===== src/rtl/smb_pkg.sv =====
package smb_pkg;
  localparam int unsigned BYTE_W    = 8;
  localparam int unsigned IDX_W     = 7;
  localparam int unsigned STRAP_W   = 4;
  localparam int unsigned STRAP_IDX = 1;
  localparam int unsigned ID_IDX    = 7;
  localparam logic [BYTE_W-1:0] ID_VAL = 8'h01;

  typedef enum logic [2:0] {S_IDLE, S_RX, S_RX_ACK, S_TX, S_TX_ACK, S_WAIT} smb_state_e;
  typedef enum logic [1:0] {K_ADDR, K_CMD, K_CNT, K_DATA} rx_kind_e;

  function automatic logic [BYTE_W-1:0] reg_default(int unsigned i);
    case (i)
      0:       reg_default = 8'h10;
      1:       reg_default = 8'hE2;
      2, 3, 4: reg_default = 8'hFF;
      6:       reg_default = 8'h24;
      7:       reg_default = ID_VAL;
      8:       reg_default = 8'h90;
      9:       reg_default = 8'hBB;
      10:      reg_default = 8'h3B;
      11:      reg_default = 8'h0E;
      12:      reg_default = 8'h01;
      13:      reg_default = 8'h0A;
      14:      reg_default = 8'h10;
      15:      reg_default = 8'h2C;
      16:      reg_default = 8'h24;
      17:      reg_default = 8'h08;
      19:      reg_default = 8'hDB;
      20:      reg_default = 8'h88;
      default: reg_default = 8'h00;
    endcase
  endfunction

  // bits a host may change
  function automatic logic [BYTE_W-1:0] reg_wmask(int unsigned i);
    if (i == STRAP_IDX)   reg_wmask = 8'hF0;
    else if (i == ID_IDX) reg_wmask = 8'h00;
    else                  reg_wmask = 8'hFF;
  endfunction
endpackage


===== src/rtl/smb_sampler.sv =====
module smb_sampler #(
  parameter int unsigned SYNC_N = 2
) (
  input  logic clk_i,
  input  logic rst_ni,
  input  logic scl_i,
  input  logic sda_i,
  output logic scl_o,
  output logic sda_o,
  output logic scl_rise_o,
  output logic scl_fall_o,
  output logic start_o,
  output logic stop_o
);
  logic [SYNC_N-1:0] scl_sh_q, sda_sh_q;
  logic scl_prev_q, sda_prev_q;

  always_ff @(posedge clk_i or negedge rst_ni) begin
    if (!rst_ni) begin
      scl_sh_q   <= '1;
      sda_sh_q   <= '1;
      scl_prev_q <= 1'b1;
      sda_prev_q <= 1'b1;
    end else begin
      scl_sh_q   <= {scl_sh_q[SYNC_N-2:0], scl_i};
      sda_sh_q   <= {sda_sh_q[SYNC_N-2:0], sda_i};
      scl_prev_q <= scl_sh_q[SYNC_N-1];
      sda_prev_q <= sda_sh_q[SYNC_N-1];
    end
  end

  assign scl_o      = scl_sh_q[SYNC_N-1];
  assign sda_o      = sda_sh_q[SYNC_N-1];
  assign scl_rise_o = scl_o & ~scl_prev_q;
  assign scl_fall_o = ~scl_o & scl_prev_q;
  assign start_o    = scl_o & scl_prev_q & sda_prev_q & ~sda_o;
  assign stop_o     = scl_o & scl_prev_q & ~sda_prev_q & sda_o;
endmodule


===== src/rtl/smb_engine.sv =====
module smb_engine
  import smb_pkg::*;
#(
  parameter logic [6:0]  DEV_ADDR = 7'h69,
  parameter int unsigned NREG     = 22
) (
  input  logic              clk_i,
  input  logic              rst_ni,
  input  logic              sda_s_i,
  input  logic              scl_rise_i,
  input  logic              scl_fall_i,
  input  logic              start_i,
  input  logic              stop_i,
  input  logic [BYTE_W-1:0] rd_data_i,
  output logic [IDX_W-1:0]  rd_idx_o,
  output logic              wr_en_o,
  output logic [IDX_W-1:0]  wr_idx_o,
  output logic [BYTE_W-1:0] wr_data_o,
  output logic              sda_oe_o
);
  localparam logic [BYTE_W-1:0] NREG_B = BYTE_W'(NREG);
  localparam logic [3:0]        LAST   = 4'd8;

  smb_state_e        state_q;
  rx_kind_e          kind_q;
  logic [3:0]        bit_cnt_q;
  logic [BYTE_W-1:0] sreg_q, cnt_q, next_tx;
  logic [IDX_W-1:0]  ptr_q, wr_idx_q;
  logic [BYTE_W-1:0] wr_data_q;
  logic rd_q, block_q, send_cnt_q, ack_q, sda_oe_q, wr_en_q;

  // a block read begins with the count byte
  assign next_tx = send_cnt_q ? NREG_B : rd_data_i;

  always_ff @(posedge clk_i or negedge rst_ni) begin
    if (!rst_ni) begin
      state_q    <= S_IDLE;
      kind_q     <= K_ADDR;
      bit_cnt_q  <= '0;
      sreg_q     <= '0;
      cnt_q      <= '0;
      ptr_q      <= '0;
      wr_idx_q   <= '0;
      wr_data_q  <= '0;
      rd_q       <= 1'b0;
      block_q    <= 1'b0;
      send_cnt_q <= 1'b0;
      ack_q      <= 1'b0;
      sda_oe_q   <= 1'b0;
      wr_en_q    <= 1'b0;
    end else begin
      wr_en_q <= 1'b0;
      if (start_i) begin
        state_q   <= S_RX;
        kind_q    <= K_ADDR;
        bit_cnt_q <= '0;
        sda_oe_q  <= 1'b0;
      end else if (stop_i) begin
        state_q  <= S_IDLE;
        sda_oe_q <= 1'b0;
      end else begin
        unique case (state_q)
          S_RX: begin
            if (scl_rise_i && bit_cnt_q != LAST) begin
              sreg_q    <= {sreg_q[BYTE_W-2:0], sda_s_i};
              bit_cnt_q <= bit_cnt_q + 1'b1;
            end else if (scl_fall_i && bit_cnt_q == LAST) begin
              bit_cnt_q <= '0;
              state_q   <= S_RX_ACK;
              sda_oe_q  <= 1'b1;
              unique case (kind_q)
                K_ADDR: begin
                  if (sreg_q[7:1] == DEV_ADDR) begin
                    rd_q       <= sreg_q[0];
                    send_cnt_q <= block_q;
                    kind_q     <= K_CMD;
                  end else begin
                    state_q  <= S_WAIT;
                    sda_oe_q <= 1'b0;
                  end
                end
                K_CMD: begin
                  if (sreg_q[7]) begin
                    block_q <= 1'b0;
                    ptr_q   <= sreg_q[IDX_W-1:0];
                    cnt_q   <= 8'd1;
                    kind_q  <= K_DATA;
                  end else begin
                    block_q <= 1'b1;
                    ptr_q   <= '0;
                    kind_q  <= K_CNT;
                  end
                end
                K_CNT: begin
                  cnt_q  <= sreg_q;
                  kind_q <= K_DATA;
                end
                default: begin
                  if (cnt_q != '0) begin
                    wr_en_q   <= 1'b1;
                    wr_idx_q  <= ptr_q;
                    wr_data_q <= sreg_q;
                    ptr_q     <= ptr_q + 1'b1;
                    cnt_q     <= cnt_q - 1'b1;
                  end
                end
              endcase
            end
          end
          S_RX_ACK: begin
            if (scl_fall_i) begin
              if (rd_q) begin
                state_q  <= S_TX;
                sreg_q   <= next_tx;
                sda_oe_q <= ~next_tx[7];
                if (send_cnt_q) send_cnt_q <= 1'b0;
                else            ptr_q      <= ptr_q + 1'b1;
              end else begin
                state_q  <= S_RX;
                sda_oe_q <= 1'b0;
              end
            end
          end
          S_TX: begin
            if (scl_rise_i && bit_cnt_q != LAST) begin
              bit_cnt_q <= bit_cnt_q + 1'b1;
            end else if (scl_fall_i) begin
              if (bit_cnt_q == LAST) begin
                bit_cnt_q <= '0;
                sda_oe_q  <= 1'b0;
                state_q   <= S_TX_ACK;
              end else begin
                sreg_q   <= {sreg_q[BYTE_W-2:0], 1'b0};
                sda_oe_q <= ~sreg_q[6];
              end
            end
          end
          S_TX_ACK: begin
            if (scl_rise_i) begin
              ack_q <= ~sda_s_i;
            end else if (scl_fall_i) begin
              if (ack_q) begin
                state_q  <= S_TX;
                sreg_q   <= next_tx;
                sda_oe_q <= ~next_tx[7];
                if (send_cnt_q) send_cnt_q <= 1'b0;
                else            ptr_q      <= ptr_q + 1'b1;
              end else begin
                state_q <= S_WAIT;
              end
            end
          end
          default: ;
        endcase
      end
    end
  end

  assign rd_idx_o  = ptr_q;
  assign wr_en_o   = wr_en_q;
  assign wr_idx_o  = wr_idx_q;
  assign wr_data_o = wr_data_q;
  assign sda_oe_o  = sda_oe_q;
endmodule


===== src/rtl/smb_regbank.sv =====
module smb_regbank
  import smb_pkg::*;
#(
  parameter int unsigned NREG = 22
) (
  input  logic                     clk_i,
  input  logic                     rst_ni,
  input  logic [STRAP_W-1:0]       strap_i,
  input  logic                     wr_en_i,
  input  logic [IDX_W-1:0]         wr_idx_i,
  input  logic [BYTE_W-1:0]        wr_data_i,
  input  logic [IDX_W-1:0]         rd_idx_i,
  output logic [BYTE_W-1:0]        rd_data_o,
  output logic [NREG*BYTE_W-1:0]   view_o,
  output logic                     latched_o
);
  localparam int unsigned SEL_W = $clog2(NREG);

  logic [STRAP_W-1:0] strap_q;
  logic               latched_q;
  logic [NREG-1:0][BYTE_W-1:0] view;

  always_ff @(posedge clk_i or negedge rst_ni) begin
    if (!rst_ni) begin
      strap_q   <= '0;
      latched_q <= 1'b0;
    end else if (!latched_q) begin
      strap_q   <= strap_i;
      latched_q <= 1'b1;
    end
  end

  for (genvar g = 0; g < NREG; g++) begin : g_reg
    if (g == ID_IDX) begin : g_id
      assign view[g] = ID_VAL;
    end else begin : g_rw
      localparam logic [BYTE_W-1:0] DEF   = reg_default(g);
      localparam logic [BYTE_W-1:0] WM    = reg_wmask(g);
      localparam logic [BYTE_W-1:0] PIN_M = (g == STRAP_IDX) ? BYTE_W'({STRAP_W{1'b1}}) : '0;
      logic [BYTE_W-1:0] q;
      always_ff @(posedge clk_i or negedge rst_ni) begin
        if (!rst_ni) q <= DEF;
        else if (wr_en_i && wr_idx_i == IDX_W'(g)) q <= (q & ~WM) | (wr_data_i & WM);
      end
      assign view[g] = (q & ~PIN_M) | (BYTE_W'(strap_q) & PIN_M);
    end
  end

  assign rd_data_o = (rd_idx_i < IDX_W'(NREG)) ? view[rd_idx_i[SEL_W-1:0]] : '0;
  assign view_o    = view;
  assign latched_o = latched_q;
endmodule


===== src/rtl/smb_regfile.sv =====
module smb_regfile
  import smb_pkg::*;
#(
  parameter logic [6:0]  DEV_ADDR = 7'h69,
  parameter int unsigned NREG     = 22,
  parameter int unsigned SYNC_N   = 2
) (
  input  logic                   clk_i,
  input  logic                   rst_ni,
  input  logic                   scl_i,
  input  logic                   sda_i,
  input  logic [STRAP_W-1:0]     strap_i,
  output logic                   sda_oe_o,
  output logic [NREG*BYTE_W-1:0] cfg_o
);
  logic scl_s, sda_s, scl_rise, scl_fall, start_det, stop_det;
  logic wr_en, strap_done;
  logic [IDX_W-1:0]  wr_idx, rd_idx;
  logic [BYTE_W-1:0] wr_data, rd_data;

  smb_sampler #(.SYNC_N(SYNC_N)) u_sampler (
    .clk_i, .rst_ni, .scl_i, .sda_i,
    .scl_o(scl_s), .sda_o(sda_s), .scl_rise_o(scl_rise), .scl_fall_o(scl_fall),
    .start_o(start_det), .stop_o(stop_det)
  );

  smb_engine #(.DEV_ADDR(DEV_ADDR), .NREG(NREG)) u_engine (
    .clk_i, .rst_ni, .sda_s_i(sda_s), .scl_rise_i(scl_rise), .scl_fall_i(scl_fall),
    .start_i(start_det), .stop_i(stop_det), .rd_data_i(rd_data), .rd_idx_o(rd_idx),
    .wr_en_o(wr_en), .wr_idx_o(wr_idx), .wr_data_o(wr_data), .sda_oe_o
  );

  smb_regbank #(.NREG(NREG)) u_bank (
    .clk_i, .rst_ni, .strap_i, .wr_en_i(wr_en), .wr_idx_i(wr_idx), .wr_data_i(wr_data),
    .rd_idx_i(rd_idx), .rd_data_o(rd_data), .view_o(cfg_o), .latched_o(strap_done)
  );
endmodule


===== config.mk =====
export PLATFORM = sky130hd
export DESIGN_NAME = smb_regfile
export DESIGN_NICKNAME = d
export VERILOG_FILES = /design/src/rtl/smb_pkg.sv /design/src/rtl/smb_sampler.sv /design/src/rtl/smb_engine.sv /design/src/rtl/smb_regbank.sv /design/src/rtl/smb_regfile.sv
export SDC_FILE = /design/constraint.sdc
export NUM_CORES = 1
export LEC_CHECK = 0
export BUFFER_PORTS_ARGS = -buffer_cell sky130_fd_sc_hd__buf_4
export CAP_MARGIN = 20
export CORE_MARGIN = 8
export CORE_UTILIZATION = 50
export CTS_CLUSTER_DIAMETER = 200
export DETAILED_ROUTE_END_ITERATION = 12
export GPL_TIMING_DRIVEN = 0
export PLACE_DENSITY = 0.8
export SYNTH_ARGS = -nofsm -noshare
export SYNTH_HDL_FRONTEND = slang
export SYNTH_HIERARCHICAL = 1
export SYNTH_SLANG_ARGS = --single-unit

===== constraint.sdc =====
create_clock -name clk_i -period 2.25 [get_ports clk_i]
set_input_delay 0.45 -clock clk_i [delete_from_list [all_inputs] [get_ports clk_i]]
set_output_delay 0.45 -clock clk_i [all_outputs]
set_load 0.005 [all_outputs]

==> qor.csv <==
stage,metric,value,unit
critical_path,worst reg-to-reg setup slack,-0.19,ns
grt,met1 usage,32.3,%
cts,Bufs on Longest Clock Path,3,
floorplanning,Core Region,23200,um^2
finish,Util after Layout,64.1,%
timing,crit share post-route,109,%
synth,Yosys cell types,85,
floorplanning,num rows,56,
critical_path,WS Path Type,flip-flop to flip-flop,
power_and_ir_drop,pwr dens,708,nW/um^2
cts,"CTS clk-pin slew, worst paths",0.06,ns
drt,DRT Pass-1 Iters,7,
power_and_ir_drop,Comb power frac,18.9,%
cts,CTS tree,done,
synth,Yosys reg bits,228,
grt,total track usage,25.4,%
critical_path,Startpoint Class,flip-flop,
critical_path,CP endpoint,u_engine/sda_oe_o,
drt,routed len/inst,24.3,um
finish,post-route cell area,14900,um^2
critical_path,RR Startpoint,u_engine/rd_idx_o[0],
grt,first-pass GRT wire length,56000,um
drt,drt first-iter violations,707,
grt,grt ovf,0,
cts,latest clock arrival within the worst-skew pair,0.53,ns
place,HPWL Detailed,24900,um
timing,Slew headroom,34.1,%
power_and_ir_drop,Seq pwr share,42.6,%
run_status,failing checks,"hold timing, setup timing",
finish,P&R area growth vs syn,27.8,%
critical_path,CP startpoint,u_engine/rd_idx_o[0],
floorplanning,Initial Util,50.2,%
grt,busiest grt layer,met2,
timing,min Tclk post-route,2.44,ns
power_and_ir_drop,Leak,0.00684,uW
grt,met2 Use GR,41.0,%
synth,cells after synthesis,933,
timing,Hold Slack,-0.0208,ns
grt,vias in the first global route,9146,
finish,layout cell share with drive strength beyond 1,53.7,%
cts,cts hold-fix bufs,0,
cts,root buf cell,clkbuf_16,
cts,H-tree depth,1,
drt,ANT nets after route,0,
timing,final setup margin,-0.194,ns
drt,Detailed Route WL,36900,um
floorplanning,die footprint,28400,um^2
min_path,Hold WC Path Type,input pin to async pin,
power_and_ir_drop,clock share of power,38.4,%
power_and_ir_drop,NetSw,3030,uW
timing,final hold violations,15,
power_and_ir_drop,internal power,7510,uW
floorplanning,Die H,169,um
drt,DRC,0,
drt,Vias per Instance,5.96,
timing,Max Fclk,409,MHz
cts,clk sinks,228,
grt,M3 GR Usage,5.96,%
place,number of buffers added on ports,176,
synth,synthesized area per cell,12.5,um^2
synth,Synth async-reset ratio,100,%
synth,"EDFF count, synth",0,
drt,routed via count,9023,
place,area post-placement,13400,um^2
run_status,outcome,"complete, but fails checks",
critical_path,"Arr. time, crit path",2.85,ns
finish,nets,1193,
critical_path,Max Fanout on Critical Path,7,
synth,Synth warnings,6,
critical_path,FF-to-FF End,u_engine/sda_oe_o,
floorplanning,Die Width,169,um
timing,final setup vio count,8,
power_and_ir_drop,Switching Fraction,28.7,%
timing,RSZ-0062 raised after global routing,yes,
grt,largest net degree at the start of global routing,118,
place,GP Congestion,0.895,
floorplanning,# IOs,185,
power_and_ir_drop,VDD IR-drop max,631,uV
critical_path,Worst Reg-to-Reg Cells,10,
synth,sequential area share after synthesis,49.8,%
synth,synthesized area,11600,um^2
timing,max-slew violation count,0,
critical_path,CP endpoint kind,flip-flop,
finish,Layout fillers,1731,
finish,Antenna Cells,0,
cts,CTS Buf Count,25,
critical_path,Worst Path Required,2.66,ns
job,Max-Cap Viols,0,
timing,Least-Margin Pin Slew,0.989,ns
synth,Synth Flop Type,dfrtp_1,
timing,Max Clock Skew,0.0257,ns
grt,antenna violations before repair,0,
## worst max-delay path: stages (launching register included)
cell	delay, ns
dfrtp_2	0.42
buf_8	0.12
buf_8	0.12
mux4_2	0.53
o21ai_4	0.21
nand3_2	0.15
nand2b_4	0.11
a21oi_2	0.04
o22ai_1	0.16
o311ai_1	0.15
o41ai_1	0.32
## placed cells by master (no fill, tap or decap), drive strengths merged, types with 6 or more instances in the layout
cell	instances
o211ai	16
dfstp	70
nand3	35
clkbuf	66
a211oi	8
nand2	39
dfrtp	158
inv	18
nor2	33
clkinv	6
a31oi	8
nand3b	14
conb	9
mux2i	53
o21ai	30
a22oi	7
nor3	9
a21oi	31
mux4	15
nor2b	18
buf	253
ha	9
mux2	191
## registers in the layout (all words and copies together) (netlist names), 2 cells and up
signal / flops
u_bank/g.g_rw.q: 164
u_engine/cnt_q: 8
u_engine/wr_idx_o: 7
u_sampler/sda_sh_q: 2
u_engine/kind_q: 2
u_engine/wr_data_o: 8
u_sampler/scl_sh_q: 2
u_engine/rd_idx_o: 7
u_bank/strap_q: 4
u_engine/sreg_q: 8
u_engine/state_q: 3
u_engine/bit_cnt_q: 4
## timing repair
action | 4_1_cts | 5_1_grt
pin swaps | 9 | 25
buffers inserted | 21 | 12
endpoints found under the setup margin | 46 | 35
cloned | 1 | 1
resized for setup | 53 | 45
## power groups by stage
| stage | combinational [uW] | clock [uW] | sequential [uW] |
|---|---|---|---|
| after floorplan | 1170 | 0 | 4450 |
| after global placement | 1570 | 0 | 4550 |
| after detailed placement | 1600 | 0 | 4550 |
| after CTS | 1750 | 4100 | 4480 |
| after global routing | 2150 | 4260 | 4510 |
| final | 1990 | 4050 | 4490 |
## Yosys cell counts (all sizes together) (3+ instances only)
cell type | count | area (um^2)
a211o | 4 | 35.0
a211oi | 8 | 60.1
a21oi | 31 | 155
a221oi | 3 | 26.3
a22oi | 7 | 52.6
a2bb2oi | 4 | 35.0
a31oi | 8 | 56.3
and2 | 5 | 31.3
and3 | 3 | 23.8
buf | 44 | 299
clkbuf | 31 | 118
dfrtp | 158 | 3950
dfstp | 70 | 1840
ha | 9 | 113
inv | 17 | 63.8
mux2 | 191 | 2180
mux2i | 53 | 531
mux4 | 15 | 338
nand2 | 39 | 161
nand2b | 5 | 31.3
nand3 | 35 | 180
nand3b | 14 | 113
nand4 | 5 | 31.3
nor2 | 33 | 144
nor2b | 18 | 113
nor3 | 9 | 56.3
nor3b | 5 | 37.5
nor4 | 5 | 46.3
nor4b | 4 | 56.3
o211ai | 15 | 126
o21ai | 30 | 154
o22ai | 3 | 18.8
o311ai | 3 | 26.3
o32ai | 4 | 35.0
or3 | 5 | 31.3
or3b | 4 | 37.5
## layer usage
layer | routed length, um | up-vias
li1 | - | 3929
met2 | 17700 | 446
met5 | 0 | -
met1 | 14700 | 4565
met4 | 1390 | 0
met3 | 2990 | 83
## worst min-delay path by stage
stage,start,end,depth (start not counted)
finish,rst_ni,u_engine/sda_oe_o,1
global route,sda_i,u_sampler/sda_sh_q[0],1
CTS,sda_i,u_sampler/sda_sh_q[0],1
detailed placement,u_sampler/sda_sh_q[0],u_sampler/sda_sh_q[1],0
global placement,u_sampler/sda_sh_q[0],u_sampler/sda_sh_q[1],0
floorplan,rst_ni,u_bank/g_reg[0].g_rw.q[0],0
## metrics by stage
step	cells	setup TNS (ns)	setup slack (ns)	total power, uW	hold WS, ns
floorplan	940	-0.00129	-0.00129	5620	0.154
global placement	1435	-181.79	-0.985	6110	0.346
detailed placement	1436	-12.32	-0.859	6160	0.349
CTS	1503	-0.925	-0.192	10300	0.000324
global route	1514	-1.85	-0.232	10900	0.00274
finish	1514	-0.512	-0.194	10500	-0.0208
## cells by family after synthesis
group | synth area share, %
muxes | 26.2
DFF | 49.8
and+or+nand+nor | 10.4
AOI/OAI and AO/OA | 8.37
buffers and inverters | 4.13
adders and majority gates | 0.967
other | 0.0645
xor gates and xnor gates | 0.0753
## layout make-up
| cell class | instances | area (um^2) | area share [%] |
|---|---|---|---|
| well taps | 319 | 399 | 2.68 |
| multi-input cells | 621 | 5600 | 37.7 |
| clock buffers | 36 | 727 | 4.89 |
| repair buffers | 211 | 1670 | 11.2 |
| inverters | 17 | 63.8 | 0.429 |
| flip-flops and latches | 228 | 5800 | 39.0 |
| plain buffers | 72 | 533 | 3.58 |
| clock inverters | 10 | 83.8 | 0.564 |
Note: power is estimated with default switching activity, not from simulation.
